===== src/rtl/rob_pkg.sv =====
package rob_pkg;
  localparam int ROB_DEPTH_D = 8;
  localparam int ROB_NREG_D  = 16;
  localparam int ROB_DW_D    = 16;
  localparam int ROB_CW_D    = 2;
  localparam int ROB_TLB_D   = 3;
  localparam int ROB_LSQW_D  = 3;
endpackage


===== src/rtl/rob_rename_map.sv =====
module rob_rename_map #(
  parameter int NREG  = 16,
  parameter int DEPTH = 8
) (
  input  logic                     clk,
  input  logic                     rst_n,
  input  logic [NREG-1:0]          rs_vld,
  input  logic [NREG-1:0]          rs_busy,
  input  logic [$clog2(DEPTH)-1:0] rs_tag [NREG],
  input  logic [DEPTH-1:0]         survive,
  input  logic                     wr_en,
  input  logic [$clog2(NREG)-1:0]  wr_reg,
  input  logic [$clog2(DEPTH)-1:0] wr_tag,
  input  logic [$clog2(NREG)-1:0]  rd_reg,
  output logic                     rd_busy,
  output logic [$clog2(DEPTH)-1:0] rd_tag,
  input  logic [$clog2(NREG)-1:0]  pv_reg,
  output logic                     pv_busy,
  output logic [$clog2(DEPTH)-1:0] pv_tag
);
  localparam int TW = $clog2(DEPTH);

  logic [NREG-1:0] busy_q, busy_d;
  logic [TW-1:0]   tag_q [NREG];
  logic [TW-1:0]   tag_d [NREG];

  always_comb begin
    for (int r = 0; r < NREG; r++) begin
      busy_d[r] = busy_q[r];
      tag_d[r]  = tag_q[r];
      if (rs_vld[r]) begin
        busy_d[r] = rs_busy[r];
        tag_d[r]  = rs_tag[r];
      end
      // a mapping naming a slot that leaves this cycle falls back to the file
      busy_d[r] = busy_d[r] & survive[tag_d[r]];
    end
    if (wr_en) begin
      busy_d[wr_reg] = 1'b1;
      tag_d[wr_reg]  = wr_tag;
    end
  end

  always_ff @(posedge clk or negedge rst_n) begin
    if (!rst_n) begin
      busy_q <= '0;
      for (int r = 0; r < NREG; r++) tag_q[r] <= '0;
    end else begin
      busy_q <= busy_d;
      for (int r = 0; r < NREG; r++) tag_q[r] <= tag_d[r];
    end
  end

  assign rd_busy = busy_q[rd_reg];
  assign rd_tag  = tag_q[rd_reg];
  assign pv_busy = busy_q[pv_reg] & survive[tag_q[pv_reg]];
  assign pv_tag  = tag_q[pv_reg];

  assert_map_write_R2: assert property (@(posedge clk) disable iff (!rst_n)
    wr_en |=> (busy_q[$past(wr_reg)] && (tag_q[$past(wr_reg)] == $past(wr_tag))));
endmodule


===== src/rtl/rob_arch_regs.sv =====
module rob_arch_regs #(
  parameter int NREG = 16,
  parameter int DW   = 16,
  parameter int CW   = 2
) (
  input  logic                    clk,
  input  logic                    rst_n,
  input  logic [CW-1:0]           wr_en,
  input  logic [$clog2(NREG)-1:0] wr_reg  [CW],
  input  logic [DW-1:0]           wr_data [CW],
  input  logic [$clog2(NREG)-1:0] rd_reg,
  output logic [DW-1:0]           rd_data
);
  logic [DW-1:0] regs_q [NREG];
  logic [DW-1:0] regs_d [NREG];

  always_comb begin
    for (int r = 0; r < NREG; r++) regs_d[r] = regs_q[r];
    // later lanes are younger, so they are applied last
    for (int k = 0; k < CW; k++)
      if (wr_en[k]) regs_d[wr_reg[k]] = wr_data[k];
  end

  always_ff @(posedge clk or negedge rst_n) begin
    if (!rst_n) for (int r = 0; r < NREG; r++) regs_q[r] <= '0;
    else        for (int r = 0; r < NREG; r++) regs_q[r] <= regs_d[r];
  end

  assign rd_data = regs_q[rd_reg];

  assert_youngest_lane_lands_R6: assert property (@(posedge clk) disable iff (!rst_n)
    wr_en[CW-1] |=> (regs_q[$past(wr_reg[CW-1])] == $past(wr_data[CW-1])));
endmodule


===== src/rtl/rob_commit_ctrl.sv =====
module rob_commit_ctrl #(
  parameter int CW      = 2,
  parameter int TLB_LAT = 3
) (
  input  logic          clk,
  input  logic          rst_n,
  input  logic [CW-1:0] lane_rdy,
  input  logic [CW-1:0] lane_st,
  input  logic [CW-1:0] lane_tlb,
  input  logic          dc_ack,
  output logic          dc_req,
  output logic [CW-1:0] retire
);
  localparam int CTW = (TLB_LAT < 1) ? 1 : $clog2(TLB_LAT + 1);

  logic [CTW-1:0] cnt_q, cnt_d;
  logic           tlb_ok;

  assign tlb_ok    = ~lane_tlb[0] | (cnt_q == CTW'(TLB_LAT));
  assign dc_req    = lane_rdy[0] & lane_st[0] & tlb_ok;
  assign retire[0] = lane_rdy[0] & tlb_ok & (~lane_st[0] | dc_ack);

  for (genvar k = 1; k < CW; k++) begin : g_lane
    assign retire[k] = retire[k-1] & lane_rdy[k] & ~lane_st[k] & ~lane_tlb[k];
  end

  always_comb begin
    cnt_d = cnt_q;
    if (retire[0])                                          cnt_d = '0;
    else if (lane_rdy[0] & lane_tlb[0] & ~tlb_ok)           cnt_d = cnt_q + CTW'(1);
  end

  always_ff @(posedge clk or negedge rst_n) begin
    if (!rst_n) cnt_q <= '0;
    else        cnt_q <= cnt_d;
  end

  assert_tlb_count_bound_R7: assert property (@(posedge clk) disable iff (!rst_n)
    int'(cnt_q) <= TLB_LAT);
  assert_tlb_served_before_retire_R7: assert property (@(posedge clk) disable iff (!rst_n)
    (retire[0] && lane_tlb[0]) |-> (int'(cnt_q) == TLB_LAT));
endmodule


===== src/rtl/rob_core.sv =====
module rob_core
  import rob_pkg::*;
#(
  parameter int DEPTH   = ROB_DEPTH_D,
  parameter int NREG    = ROB_NREG_D,
  parameter int DW      = ROB_DW_D,
  parameter int CW      = ROB_CW_D,
  parameter int TLB_LAT = ROB_TLB_D,
  parameter int LSQW    = ROB_LSQW_D
) (
  input  logic                     clk,
  input  logic                     rst_n,
  input  logic                     disp_valid,
  output logic                     disp_ready,
  output logic [$clog2(DEPTH)-1:0] disp_tag,
  input  logic                     disp_has_dest,
  input  logic [$clog2(NREG)-1:0]  disp_dest,
  input  logic                     disp_is_store,
  input  logic                     disp_has_lsq,
  input  logic [LSQW-1:0]          disp_lsq_id,
  input  logic                     wb_valid,
  input  logic [$clog2(DEPTH)-1:0] wb_tag,
  input  logic [DW-1:0]            wb_data,
  input  logic                     wb_mispred,
  input  logic                     wb_tlb_miss,
  output logic                     dc_store_req,
  output logic [LSQW-1:0]          dc_store_lsq,
  input  logic                     dc_store_ack,
  output logic [CW-1:0]            cmt_valid,
  output logic [CW-1:0]            lsq_free_valid,
  output logic [CW*LSQW-1:0]       lsq_free_id,
  input  logic [$clog2(NREG)-1:0]  map_rd_reg,
  output logic                     map_rd_busy,
  output logic [$clog2(DEPTH)-1:0] map_rd_tag,
  input  logic [$clog2(NREG)-1:0]  arf_rd_reg,
  output logic [DW-1:0]            arf_rd_data
);
  localparam int TW   = $clog2(DEPTH);
  localparam int RW   = $clog2(NREG);
  localparam int CNTW = $clog2(DEPTH + 1);

  typedef struct packed {
    logic            vld;
    logic            done;
    logic            dst_en;
    logic [RW-1:0]   dst;
    logic            prv_busy;
    logic [TW-1:0]   prv_tag;
    logic            st;
    logic            tlb;
    logic            lsq_en;
    logic [LSQW-1:0] lsq;
    logic [DW-1:0]   data;
  } ent_t;

  // asynchronous assertion, synchronous release
  logic [1:0] rst_pipe;
  logic       rst_i_n;
  always_ff @(posedge clk or negedge rst_n) begin
    if (!rst_n) rst_pipe <= '0;
    else        rst_pipe <= {rst_pipe[0], 1'b1};
  end
  assign rst_i_n = rst_pipe[1];

  ent_t            ent_q [DEPTH];
  ent_t            ent_d [DEPTH];
  logic [TW-1:0]   head_q, head_d, tail_q, tail_d;
  logic [CNTW-1:0] count_q, count_d, ncommit;

  logic            full, recover, disp_fire, wb_hit;
  logic [TW-1:0]   boff;
  logic [DEPTH-1:0] sq, retire_slot, survive;

  logic [TW-1:0]   lane_idx [CW];
  logic [CW-1:0]   lane_rdy, lane_st, lane_tlb, retire;
  logic [CW-1:0]   arf_we;
  logic [RW-1:0]   arf_wreg [CW];
  logic [DW-1:0]   arf_wdat [CW];

  logic [NREG-1:0] rs_vld, rs_busy;
  logic [TW-1:0]   rs_tag [NREG];
  logic            pv_busy;
  logic [TW-1:0]   pv_tag;

  assign full       = (count_q == CNTW'(DEPTH));
  assign recover    = wb_valid & wb_mispred & ent_q[wb_tag].vld & ~ent_q[wb_tag].done;
  assign disp_ready = ~full & ~recover;
  assign disp_fire  = disp_valid & disp_ready;
  assign disp_tag   = tail_q;
  assign boff       = wb_tag - head_q;

  for (genvar k = 0; k < CW; k++) begin : g_lane
    assign lane_idx[k] = head_q + TW'(k);
    assign lane_rdy[k] = ent_q[lane_idx[k]].vld & ent_q[lane_idx[k]].done;
    assign lane_st[k]  = ent_q[lane_idx[k]].st;
    assign lane_tlb[k] = ent_q[lane_idx[k]].tlb;
    assign arf_we[k]   = retire[k] & ent_q[lane_idx[k]].dst_en;
    assign arf_wreg[k] = ent_q[lane_idx[k]].dst;
    assign arf_wdat[k] = ent_q[lane_idx[k]].data;
    assign lsq_free_valid[k]          = retire[k] & ent_q[lane_idx[k]].lsq_en;
    assign lsq_free_id[k*LSQW +: LSQW] = ent_q[lane_idx[k]].lsq;
  end

  rob_commit_ctrl #(.CW(CW), .TLB_LAT(TLB_LAT)) u_commit (
    .clk(clk), .rst_n(rst_i_n), .lane_rdy(lane_rdy), .lane_st(lane_st),
    .lane_tlb(lane_tlb), .dc_ack(dc_store_ack), .dc_req(dc_store_req), .retire(retire)
  );
  assign cmt_valid    = retire;
  assign dc_store_lsq = ent_q[head_q].lsq;

  always_comb begin
    retire_slot = '0;
    ncommit     = '0;
    for (int k = 0; k < CW; k++) begin
      if (retire[k]) retire_slot[lane_idx[k]] = 1'b1;
      ncommit = ncommit + CNTW'(retire[k]);
    end
    for (int i = 0; i < DEPTH; i++) begin
      sq[i]      = recover & ent_q[i].vld & ((TW'(i) - head_q) > boff);
      survive[i] = ent_q[i].vld & ~sq[i] & ~retire_slot[i];
    end
  end

  // newest-to-oldest walk: the oldest squashed producer's saved mapping wins
  always_comb begin : p_restore
    logic [TW-1:0] ridx;
    rs_vld  = '0;
    rs_busy = '0;
    for (int r = 0; r < NREG; r++) rs_tag[r] = '0;
    for (int j = 0; j < DEPTH; j++) begin
      ridx = tail_q - TW'(1) - TW'(j);
      if (sq[ridx] && ent_q[ridx].dst_en) begin
        rs_vld[ent_q[ridx].dst]  = 1'b1;
        rs_busy[ent_q[ridx].dst] = ent_q[ridx].prv_busy;
        rs_tag[ent_q[ridx].dst]  = ent_q[ridx].prv_tag;
      end
    end
  end

  rob_rename_map #(.NREG(NREG), .DEPTH(DEPTH)) u_map (
    .clk(clk), .rst_n(rst_i_n), .rs_vld(rs_vld), .rs_busy(rs_busy), .rs_tag(rs_tag),
    .survive(survive), .wr_en(disp_fire & disp_has_dest), .wr_reg(disp_dest),
    .wr_tag(tail_q), .rd_reg(map_rd_reg), .rd_busy(map_rd_busy), .rd_tag(map_rd_tag),
    .pv_reg(disp_dest), .pv_busy(pv_busy), .pv_tag(pv_tag)
  );

  rob_arch_regs #(.NREG(NREG), .DW(DW), .CW(CW)) u_arf (
    .clk(clk), .rst_n(rst_i_n), .wr_en(arf_we), .wr_reg(arf_wreg), .wr_data(arf_wdat),
    .rd_reg(arf_rd_reg), .rd_data(arf_rd_data)
  );

  assign wb_hit = wb_valid & ent_q[wb_tag].vld & ~sq[wb_tag];

  always_comb begin
    ent_d = ent_q;
    for (int i = 0; i < DEPTH; i++)
      if (retire_slot[i] || sq[i]) ent_d[i].vld = 1'b0;
    if (wb_hit) begin
      ent_d[wb_tag].done = 1'b1;
      ent_d[wb_tag].data = wb_data;
      ent_d[wb_tag].tlb  = wb_tlb_miss;
    end
    if (disp_fire) begin
      ent_d[tail_q].vld      = 1'b1;
      ent_d[tail_q].done     = 1'b0;
      ent_d[tail_q].dst_en   = disp_has_dest;
      ent_d[tail_q].dst      = disp_dest;
      ent_d[tail_q].prv_busy = pv_busy;
      ent_d[tail_q].prv_tag  = pv_tag;
      ent_d[tail_q].st       = disp_is_store;
      ent_d[tail_q].tlb      = 1'b0;
      ent_d[tail_q].lsq_en   = disp_has_lsq;
      ent_d[tail_q].lsq      = disp_lsq_id;
      ent_d[tail_q].data     = '0;
    end
  end

  always_comb begin
    head_d = head_q + TW'(ncommit);
    if (recover) begin
      tail_d  = wb_tag + TW'(1);
      count_d = CNTW'(boff) + CNTW'(1) - ncommit;
    end else begin
      tail_d  = tail_q + TW'(disp_fire);
      count_d = count_q + CNTW'(disp_fire) - ncommit;
    end
  end

  always_ff @(posedge clk or negedge rst_i_n) begin
    if (!rst_i_n) begin
      head_q  <= '0;
      tail_q  <= '0;
      count_q <= '0;
      for (int i = 0; i < DEPTH; i++) ent_q[i] <= '0;
    end else begin
      head_q  <= head_d;
      tail_q  <= tail_d;
      count_q <= count_d;
      for (int i = 0; i < DEPTH; i++) ent_q[i] <= ent_d[i];
    end
  end

  assert_count_bound_R3: assert property (@(posedge clk) disable iff (!rst_i_n)
    count_q <= CNTW'(DEPTH));
  assert_store_refused_holds_head_R8: assert property (@(posedge clk) disable iff (!rst_i_n)
    (dc_store_req && !dc_store_ack) |=> (head_q == $past(head_q)));
  assert_tail_rewinds_to_branch_R10: assert property (@(posedge clk) disable iff (!rst_i_n)
    recover |=> (tail_q == $past(wb_tag) + TW'(1)));
  assert_empty_no_retire_R4: assert property (@(posedge clk) disable iff (!rst_i_n)
    (count_q == '0) |-> (cmt_valid == '0));
endmodule


===== config.mk =====
export PLATFORM = sky130hd
export DESIGN_NAME = rob_core
export DESIGN_NICKNAME = d
export VERILOG_FILES = /design/src/rtl/rob_pkg.sv /design/src/rtl/rob_rename_map.sv /design/src/rtl/rob_arch_regs.sv /design/src/rtl/rob_commit_ctrl.sv /design/src/rtl/rob_core.sv
export SDC_FILE = /design/constraint.sdc
export NUM_CORES = 2
export LEC_CHECK = 0
export ABC_CLOCK_PERIOD_IN_PS = 19700
export BUFFER_PORTS_ARGS = -buffer_cell sky130_fd_sc_hd__buf_2
export CAP_MARGIN = 20
export CORE_MARGIN = 5
export CORE_UTILIZATION = 25
export CTS_BUF_LIST = sky130_fd_sc_hd__clkbuf_16
export DETAILED_ROUTE_END_ITERATION = 7
export PLACE_DENSITY_LB_ADDON = 0.1
export SLEW_MARGIN = 5
export SYNTH_ARGS = -nofsm -noshare
export SYNTH_HDL_FRONTEND = slang
export SYNTH_HIERARCHICAL = 1
export SYNTH_SLANG_ARGS = --single-unit

===== constraint.sdc =====
create_clock -name clk -period 19.7 [get_ports clk]
set_input_delay 3.94 -clock clk [delete_from_list [all_inputs] [get_ports clk]]
set_output_delay 3.94 -clock clk [all_outputs]
set_load 0.03 [all_outputs]

==> flow_summary.ini <==
[floorplanning]
initial_core_util_pct = 25.1
coreArea_sq_um = 180000
die_w_microns = 435
fp.dieH_microns = 435
io_pins = 82
rows = 156
fp.dieArea_sq_um = 189000

[sta]
final-hold-violation-count = 0
rsz0062_at_grt = no
skew_ps = 45.7
finalMaxSlewViolations = 0
max_freq_ghz = 0.0912
fin_tns_setup_ps = 0
post-route-min-period_ps = 10960
timing.final.crit_share_pct = 55.6
tightestPinTransition_ps = 1200
slew_headroom_pct = 19.2
setup_viol = 0

[hold_path]
hold_class = reg -> async

[yosys]
yosys_register_bits = 598
netlist_instances = 5038
async_flop_share_pct = 100
ys.flop_type = dfrtp_1
synth_top_area_share_pct = 33.1
synth-edff-count = 0
mappedNetlistArea_sq_um = 45200
synth_area_leaders = dfrtp_1 (33%), mux2i_1 (11%), mux4_2 (9.5%)
yosysTopAreaCell = dfrtp_1
synth_seq_area_share_pct = 33.1
synth_nets = 5118
yosys_warnings = 6
syn_avg_cell_area_sq_um = 8.98
yosysUniqueCellTypes = 95

[route]
vias = 43242
ant_nets = 0
drt_iter0_markers = 4452
routed_via_density = 5.96
route.detailed.drc = 0
drt-total-wl_mm = 232
wl_per_cell_microns = 32.0
dr.pass1.iters = 7

[setup_path]
critical_path_class = in -> reg
critPathCaptureType = flip-flop
crit_chain = buf_2, inv_1, ha_1, inv_1, fa_1, xnor3_2, inv_1, ha_1, and2_1, a221oi_1, o311ai_0, a2111oi_0, buf_4, nand4_1, o21a_1, nor2_1, a221oi_1, a2111oi_0, nor3_1, o22ai_1, mux2i_1, mux4_2, mux2i_1, o22ai_1
cpPeakStageDelay_ps = 870
critPathSlowestCell = a2111oi_0
crit_top_cell = inv_1
critical_path_peak_fanout = 16
crit_arrival_ps = 11550
path_buf_inv = 5
critPathRequiredTime_ps = 20280
cp-start-kind = input pin
crit_family = compound AO/OA/AOI/OAI gates

[layout]
area_growth_pct = 11.3
fin_util_pct = 27.9
final_cell_mix = dfrtp_1 (592), mux2i_1 (492), o21ai_0 (367), nand2_1 (365), nor2_1 (357)
nets = 4894
n_fill_cell = 19161
drive_above_1_share_pct = 17.2
final_common_cell = dfrtp_1

[clock_network]
h-tree-depth = 3
cts_resized = 0
cts_tree = done
cts_root_buf = clkbuf_16
path_clk_slew_ps = 60
post_cts_buffers = 0
clockBufferDepth = 3
clock_latency_ps = 730
cts.sink_count = 598
cts_buffers = 82
cts-hold-fix-buffers = 0

[flow_run]
maxCapViolCount = 0

[global_routing]
groute.usage.overall_pct = 23.5
grt_pass1_vias = 41969
antenna_found_initial = 14
grt_pass1_wl_mm = 331
grt-ovfl-total = 0
grt_max_degree = 132

[placement]
hpwlAfterDp_mm = 147
io_buffers = 81
gp_congestion = 0.955

[run_status]
run_status = complete, no violations
synth_stat cells, types with 12 or more instances:
cell / instances
a31oi_1: 265
buf_2: 79
o21ai_0: 369
o21ai_1: 22
nand3_1: 338
mux2_2: 168
buf_6: 12
o31ai_1: 23
o21a_1: 15
nand2b_1: 26
nor2_1: 364
a211oi_1: 36
nand3b_1: 15
o221ai_1: 26
mux2i_1: 497
dfrtp_1: 598
mux4_2: 191
o22ai_1: 100
o211ai_1: 21
nand2_1: 369
and3_1: 23
a22o_1: 16
inv_1: 61
or3_1: 15
and2_1: 44
a22oi_1: 74
nor2b_1: 22
ha_1: 32
or2_2: 57
a2111oi_0: 17
clkbuf_1: 352
buf_1: 70
a21oi_1: 141
nor3_1: 314
a221oi_1: 40
nand4_1: 25
registers in the layout, summed over array words and instances, names as in the netlist:
register and flops:
u_arf/regs_q 256, u_map/tag_q 48, ent_q 264, u_map/busy_q 16
u_commit/cnt_q 2, rst_pipe 2, disp_tag 3, head_q 3
count_q 4
cell families (layout without fill, tap and decap cells):
group | after synthesis | after routing | share of synthesized area [%]
and+or+nand+nor | 1665 | 1665 | 17.4
AOI/OAI and AO/OA | 1274 | 1274 | 17.9
muxes | 857 | 857 | 24.7
DFF | 598 | 598 | 33.1
buffers and inverters | 591 | 432 | 5.43
adders and majority gates | 36 | 36 | 1.06
xor gates and xnor gates | 16 | 16 | 0.343
other | 1 | 6 | 0.00829
routing by layer:
layer / part of all wire (%) / GRT usage (%) / vias up
met5: 0.012 / 0 / -
met4: 3.4 / 7.42 / 4
met3: 6.0 / 3.51 / 393
met2: 45 / 37.5 / 1853
met1: 45 / 32.9 / 22424
li1: - / - / 18568
layout make-up:
type	count	area [sq um]	share of cell area, %
clock buffer	84	2100	4.18
multi-input combinational	3849	28100	55.9
sequential	598	15000	29.8
antenna	5	12.5	0.0249
clock inverter	65	422	0.838
tap	2370	2970	5.89
inverter	62	233	0.463
timing repair buffer	221	1470	2.93
worst paths after layout:
| check | startpoint | end | slack [ps] | cells after the start |
|---|---|---|---|---|
| hold / removal | rst_pipe[1]$_DFF_PN0_ | u_commit/cnt_q[0]$_DFFE_PN0P_ | 340 | 0 |
| setup reg to reg | head_q[2]$_DFF_PN0_ | u_map/busy_q[13]$_DFF_PN0_ | 11300 | 21 |
| hold reg to reg | rst_pipe[1]$_DFF_PN0_ | u_commit/cnt_q[0]$_DFFE_PN0P_ | 340 | 0 |
| max in group asynchronous | rst_pipe[1]$_DFF_PN0_ | u_arf/regs_q[83]$_DFF_PN0_ | 14720 | 5 |
| min in group clk | rst_pipe[0]$_DFF_PN0_ | rst_pipe[1]$_DFF_PN0_ | 350 | 0 |
| setup / recovery | wb_tag[0] | u_map/busy_q[13]$_DFF_PN0_ | 8740 | 24 |
metrics by stage:
step                std cells  worst slack, ps  instance area, sq um  hold WS [ps]
floorplan                5038             1800                 45200           331
global placement         7099             8450                 47800           334
detailed placement       7100             8370                 47800           338
CTS                      7249             8830                 50300           351
global route             7250             8460                 50300           379
finish                   7254             8740                 50300           343
worst reg2reg max path: cells and delay by family (launching register included):
family	cells	cell delay, ps
buf+inv	4	1240
simple gates	4	1280
mux	3	710
compound gates	8	3480
fa+ha+maj	2	800
flops	1	760
Power is not shown: default switching activity piles up to over one toggle a cycle in this logic, so the estimate is an artifact.
